File: config.mk
export PLATFORM = sky130hd
export DESIGN_NAME = addr_xlate_unit
export DESIGN_NICKNAME = d
export VERILOG_FILES = /design/src/rtl/addr_xlate_pkg.sv /design/src/rtl/tlb_entry_array.sv /design/src/rtl/tlb_prio_mux.sv /design/src/rtl/addr_xlate_unit.sv
export SDC_FILE = /design/constraint.sdc
export NUM_CORES = 1
export LEC_CHECK = 0
export ABC_AREA = 1
export BUFFER_PORTS_ARGS = -buffer_cell sky130_fd_sc_hd__buf_4
export CAP_MARGIN = 15
export CELL_PAD_IN_SITES_DETAIL_PLACEMENT = 0
export CELL_PAD_IN_SITES_GLOBAL_PLACEMENT = 1
export CORE_ASPECT_RATIO = 0.5
export CORE_MARGIN = 10
export CORE_UTILIZATION = 39
export CTS_BUF_LIST = sky130_fd_sc_hd__clkbuf_8
export DETAILED_ROUTE_END_ITERATION = 8
export GPL_ROUTABILITY_DRIVEN = 0
export HOLD_SLACK_MARGIN = 0.1
export PLACE_DENSITY_LB_ADDON = 0.1
export SLEW_MARGIN = 15
export SYNTH_ARGS = -nofsm -noshare
export SYNTH_HDL_FRONTEND = slang
export SYNTH_SLANG_ARGS = --single-unit
File: constraint.sdc
create_clock -name clk_i -period 2.1 [get_ports clk_i]
set_input_delay 0.42 -clock clk_i [delete_from_list [all_inputs] [get_ports clk_i]]
set_output_delay 0.42 -clock clk_i [all_outputs]
set_load 0.01 [all_outputs]
File: src/rtl/addr_xlate_pkg.sv
package addr_xlate_pkg;
  localparam int EA_W  = 32;
  localparam int PID_W = 8;
  localparam int OFF_W = 12;
  localparam int EPN_W = EA_W - OFF_W;

  typedef logic [PID_W-1:0] pid_t;
  typedef logic [EPN_W-1:0] epn_t;
  typedef logic [EA_W-1:0]  ea_t;

  typedef enum logic {MODE_REAL = 1'b0, MODE_VIRT = 1'b1} xlate_mode_e;
endpackage

File: src/rtl/tlb_entry_array.sv
module tlb_entry_array
  import addr_xlate_pkg::*;
#(
  parameter int ENTRIES = 8,
  parameter int RPN_W   = 20,
  parameter int IDX_W   = 3
) (
  input  logic                            clk_i,
  input  logic                            rst_ni,
  input  logic                            we_i,
  input  logic [IDX_W-1:0]                widx_i,
  input  logic                            wvalid_i,
  input  pid_t                            wpid_i,
  input  epn_t                            wepn_i,
  input  logic [RPN_W-1:0]                wrpn_i,
  input  pid_t                            lk_pid_i,
  input  epn_t                            lk_epn_i,
  output logic [ENTRIES-1:0]              match_o,
  output logic [ENTRIES-1:0][RPN_W-1:0]   rpn_o
);
  for (genvar g = 0; g < ENTRIES; g++) begin : g_ent
    logic             vld_q;
    pid_t             pid_q;
    epn_t             epn_q;
    logic [RPN_W-1:0] rpn_q;
    logic             sel;

    assign sel = we_i && (widx_i == IDX_W'(g));

    always_ff @(posedge clk_i or negedge rst_ni) begin
      if (!rst_ni) begin
        vld_q <= 1'b0;
        pid_q <= '0;
        epn_q <= '0;
        rpn_q <= '0;
      end else if (sel) begin
        vld_q <= wvalid_i;
        pid_q <= wpid_i;
        epn_q <= wepn_i;
        rpn_q <= wrpn_i;
      end
    end

    // stored pid 0 = global page
    assign match_o[g] = vld_q && (epn_q == lk_epn_i) &&
                        ((pid_q == '0) || (pid_q == lk_pid_i));
    assign rpn_o[g]   = rpn_q;
  end
endmodule

File: src/rtl/tlb_prio_mux.sv
module tlb_prio_mux #(
  parameter int ENTRIES = 8,
  parameter int RPN_W   = 20
) (
  input  logic [ENTRIES-1:0]            match_i,
  input  logic [ENTRIES-1:0][RPN_W-1:0] rpn_i,
  output logic                          hit_o,
  output logic [RPN_W-1:0]              rpn_o
);
  // scan downward so the lowest index is assigned last and wins
  always_comb begin
    rpn_o = '0;
    for (int i = ENTRIES - 1; i >= 0; i--) begin
      if (match_i[i]) rpn_o = rpn_i[i];
    end
  end

  assign hit_o = |match_i;
endmodule

File: src/rtl/addr_xlate_unit.sv
module addr_xlate_unit
  import addr_xlate_pkg::*;
#(
  parameter int ENTRIES = 8,
  parameter int PA_W    = 32,
  localparam int RPN_W  = PA_W - OFF_W,
  localparam int IDX_W  = (ENTRIES > 1) ? $clog2(ENTRIES) : 1
) (
  input  logic             clk_i,
  input  logic             rst_ni,
  input  logic             req_valid_i,
  input  logic [31:0]      req_ea_i,
  input  logic [7:0]       pid_i,
  input  logic             mode_wr_i,
  input  logic             mode_vm_i,
  input  logic             tlb_we_i,
  input  logic [IDX_W-1:0] tlb_idx_i,
  input  logic             tlb_valid_i,
  input  logic [7:0]       tlb_pid_i,
  input  logic [19:0]      tlb_epn_i,
  input  logic [RPN_W-1:0] tlb_rpn_i,
  output logic             vm_o,
  output logic             rsp_valid_o,
  output logic [PA_W-1:0]  rsp_pa_o,
  output logic             rsp_hit_o,
  output logic             rsp_miss_o
);
  xlate_mode_e                  mode_q;
  logic [ENTRIES-1:0]           match;
  logic [ENTRIES-1:0][RPN_W-1:0] rpn_all;
  logic                         tlb_hit;
  logic [RPN_W-1:0]             sel_rpn;
  logic [PA_W-1:0]              pa_d;
  logic                         hit_d, miss_d;

  always_ff @(posedge clk_i or negedge rst_ni) begin
    if (!rst_ni)        mode_q <= MODE_REAL;
    else if (mode_wr_i) mode_q <= xlate_mode_e'(mode_vm_i);
  end
  assign vm_o = (mode_q == MODE_VIRT);

  tlb_entry_array #(
    .ENTRIES (ENTRIES),
    .RPN_W   (RPN_W),
    .IDX_W   (IDX_W)
  ) u_array (
    .clk_i    (clk_i),
    .rst_ni   (rst_ni),
    .we_i     (tlb_we_i),
    .widx_i   (tlb_idx_i),
    .wvalid_i (tlb_valid_i),
    .wpid_i   (tlb_pid_i),
    .wepn_i   (tlb_epn_i),
    .wrpn_i   (tlb_rpn_i),
    .lk_pid_i (pid_i),
    .lk_epn_i (req_ea_i[EA_W-1:OFF_W]),
    .match_o  (match),
    .rpn_o    (rpn_all)
  );

  tlb_prio_mux #(
    .ENTRIES (ENTRIES),
    .RPN_W   (RPN_W)
  ) u_prio (
    .match_i (match),
    .rpn_i   (rpn_all),
    .hit_o   (tlb_hit),
    .rpn_o   (sel_rpn)
  );

  always_comb begin
    if (mode_q == MODE_REAL) begin
      pa_d   = PA_W'(req_ea_i);
      hit_d  = 1'b0;
      miss_d = 1'b0;
    end else if (tlb_hit) begin
      pa_d   = {sel_rpn, req_ea_i[OFF_W-1:0]};
      hit_d  = 1'b1;
      miss_d = 1'b0;
    end else begin
      pa_d   = '0;
      hit_d  = 1'b0;
      miss_d = 1'b1;
    end
  end

  always_ff @(posedge clk_i or negedge rst_ni) begin
    if (!rst_ni) begin
      rsp_valid_o <= 1'b0;
      rsp_pa_o    <= '0;
      rsp_hit_o   <= 1'b0;
      rsp_miss_o  <= 1'b0;
    end else begin
      rsp_valid_o <= req_valid_i;
      rsp_pa_o    <= req_valid_i ? pa_d : '0;
      rsp_hit_o   <= req_valid_i && hit_d;
      rsp_miss_o  <= req_valid_i && miss_d;
    end
  end
endmodule

==> impl_metrics.tcl <==
set metrics [dict create \
    ys_ff_latch 428 \
    netlist_top_cells_area "dfrtp_1, nand2_1, o21ai_0" \
    synth_area_um2 20990 \
    worst_slack_ps -255.9 \
    endpoint_kind "flop" \
    clkSlewWorstSetupHoldPaths_ps 60 \
    start_util_pct 39.93 \
    crit_chain "inv_1 > o22ai_1 > nor2_1 > nand2_1 > a211oi_1 > nand3_4 > buf_6 > inv_8 > buf_12 > nor2_1 > o21a_1 > nor2_4 > nand2_2 > a21oi_2" \
    cp_common_cell "nor2_1" \
    startpoint_type "flop" \
    wl_per_cell_um 20.63 \
    power.density_nw_per_um2 847.8 \
    avgViaCountPerCell 5.091 \
    min_period_over_period_pct 112.2 \
    die_h_um 184.0 \
    finalMaxSlewViolations 0 \
    ys.warnings.count 0 \
    drv_cap 0 \
    synth_area_per_cell_um2 8.106 \
    antenna_found_initial 1 \
    vdd_drop_max_v 0.0004887 \
    rr_endpoint "rsp_pa_o[17]$_DFF_PN0_" \
    nFillCells 5174 \
    cts_tree "built" \
    syn_inst 2589 \
    num_rows 59 \
    clockBufferDepth 3 \
    htreeDepth 3 \
    nets 3049 \
    cp_slowest_cell "dfrtp_1" \
    r2r_slack_ps -260 \
    dr_total_vias 18830 \
    dieArea_um2 64050 \
    crit_path_start "u_array.g_ent[0].epn_q[15]$_DFFE_PN0P_" \
    dpl.hpwl_um 52650 \
    worstPathRequired_ps 2670 \
    hp-start "tlb_epn_i[18]" \
    wirelength_um 76300 \
    grt_pass1_vias 18254 \
    max_slew.worst_pin.slew_ps 544.9 \
    hold_viol_final 0 \
    firstDrtPassIters 5 \
    fin_skew_ps 29.48 \
    rsz0062_at_grt "true" \
    die_w_um 348.1 \
    hold-worst-slack_ps 171.7 \
    critPathMaxStageDelay_ps 430 \
    final_util_pct 51.17 \
    area_delta_synth_final_pct 28.15 \
    grt_max_degree 99 \
    r2r_start "u_array.g_ent[0].epn_q[15]$_DFFE_PN0P_" \
    multiInputGateArea_um2 9064 \
    max_slew_margin_pct 63.63 \
    whs_endpoint "u_array.g_ent[7].epn_q[18]$_DFFE_PN0P_" \
    ys_seq_area_share_pct 51.03 \
    io_buffers 133 \
    cp_max_fo 7 \
    syn_nets 2687 \
    setup_viol 33 \
    min_path_type "input port to flop" \
    fin_crit_ps 2356 \
    top_level_ports 134 \
    seqCellArea_um2 10710 \
    fmax_ghz 0.4245 \
    numCtsBuffers 70 \
    post-route-drc-count 0 \
    yosys.area.top_type "dfrtp_1" \
    core-area_um2 52560 \
    clkLatencyLatePin_ps 650 \
    grt.total_usage_pct 23.52 \
    worstRegToRegCells 14 \
    violations "setup timing" \
    drt_iter0_markers 1790 \
    finalSetupTns_ps -5833 \
    hold_depth 3 \
    grt_pass1_wl_um 115600 \
    arrival_ps 2920 \
    crit_family "compound AO/OA/AOI/OAI gates" \
    outcome "finished with violations" \
    p_leak_nw 13.35 \
    power_mw 22.80 \
    antenna_left 0 \
    ys_types 42 \
    drive_gt1_share_pct 21.69 \
    pre_cts_ws_ps -681.6 \
    synth_top_area_share_pct 51.03 \
    critical_path_class "flop to flop" \
    cts.sinks 428 \
    clockRootBuffer "clkbuf_8" \
    path_buf_inv 4 \
    grt_overflow_total 0 \
]
[registers in the layout (all words and copies together), names as in the netlist]
| register | cells |
|---|---|
| u_array.g_ent.rpn_q | 160 |
| u_array.g_ent.epn_q | 160 |
| rsp_pa_o | 32 |
| rsp_miss_o | 1 |
| u_array.g_ent.vld_q | 8 |
| vm_o | 1 |
| rsp_valid_o | 1 |
| u_array.g_ent.pid_q | 64 |
| rsp_hit_o | 1 |
[area by class of cell]
class                           instances  area share [%]
Sequential cell                       428           39.83
Multi-Input combinational cell       1803           33.70
Timing Repair Buffer                  440           15.24
Antenna cell                            1        0.009305
Inverter                              208           3.033
Clock inverter                         35          0.6746
Clock buffer                           83           4.248
Tap cell                              701           3.261
[stage by stage]
stage / instance area, um2 / cells
4_1_cts: 26680 / 3694
6_report: 26890 / 3699
3_5_place_dp: 24370 / 3509
2_1_floorplan: 20990 / 2589
3_3_place_gp: 24370 / 3509
5_1_grt: 26890 / 3698
[Yosys cell counts (all sizes together)]
cell,n
o2111ai,2
o221ai,2
dfrtp,428
a21oi,76
a211oi,1
nand4,36
nand2,783
and2,1
o22ai,21
clkinv,1
buf,68
inv,207
nor2,213
nor3,13
or2,11
xnor2,45
xor2,48
o21a,21
nand3b,3
nand3,85
nor4,8
clkbuf,82
o21bai,22
o21ai,412
[placed cells by master, fill, tap and decap left out, drive strengths merged, types with 22 or more instances in the layout]
cell,count
nand3,85
dlygate4sd3,59
xor2,48
dfrtp,428
xnor2,45
o21ai,412
nand2,783
nor2,213
buf,379
nand4,36
clkbuf,85
o21bai,22
inv,229
a21oi,76
[per-layer routing]
| layer | vias to the layer above | wire, um | GRT usage [%] |
|---|---|---|---|
| met5 | - | 0 | 0 |
| met4 | 0 | 1723 | 6.372 |
| met3 | 104 | 5881 | 5.702 |
| met2 | 620 | 31590 | 33.91 |
| met1 | 9084 | 37100 | 34.51 |
| li1 | 9022 | - | - |
[worst min-delay path: cells and delay by family]
kind,cells,cell delay (ps)
compound gates,1,160
buf+inv,2,200
[kinds of logic after synthesis]
kind of cell / share of synthesized area [%]
AND/OR/NAND/NOR: 22.86
buffers and inverters: 7.858
AO/OA/AOI/OAI: 14.36
XOR/XNOR: 3.881
flip-flops: 51.03
[worst max path at each step]
| stage | depth (start not counted) | endpoint | slack (ps) |
|---|---|---|---|
| global placement | 17 | rsp_pa_o[17]$_DFF_PN0_ | -650 |
| detailed placement | 18 | rsp_pa_o[17]$_DFF_PN0_ | -680 |
| CTS | 15 | rsp_pa_o[17]$_DFF_PN0_ | -240 |
| floorplan | 15 | rsp_pa_o[20]$_DFF_PN0_ | 90 |
| finish | 14 | rsp_pa_o[17]$_DFF_PN0_ | -260 |
| global route | 15 | rsp_pa_o[23]$_DFF_PN0_ | -390 |
[power breakdown]
part           internal, mW  leakage [nW]  switching, mW  total (mW)
Clock                  3.69         0.761           3.56        7.26
Combinational          2.11          7.21           2.66        4.76
Sequential             9.72          5.38           1.06        10.8
Total                  15.5          13.3           7.28        22.8
[repair_timing]
| action | in CTS | in global routing |
|---|---|---|
| pin swaps | 23 | 29 |
| gates resized for setup | 68 | 51 |
| endpoints found under the setup margin | 34 | 34 |
| hold buffers | 59 | 0 |
| setup buffers | 6 | 4 |
| cloned | 3 | 2 |
| endpoints found under the hold margin | 404 | 0 |
No activity file was read; power rests on OpenSTA's default activity.
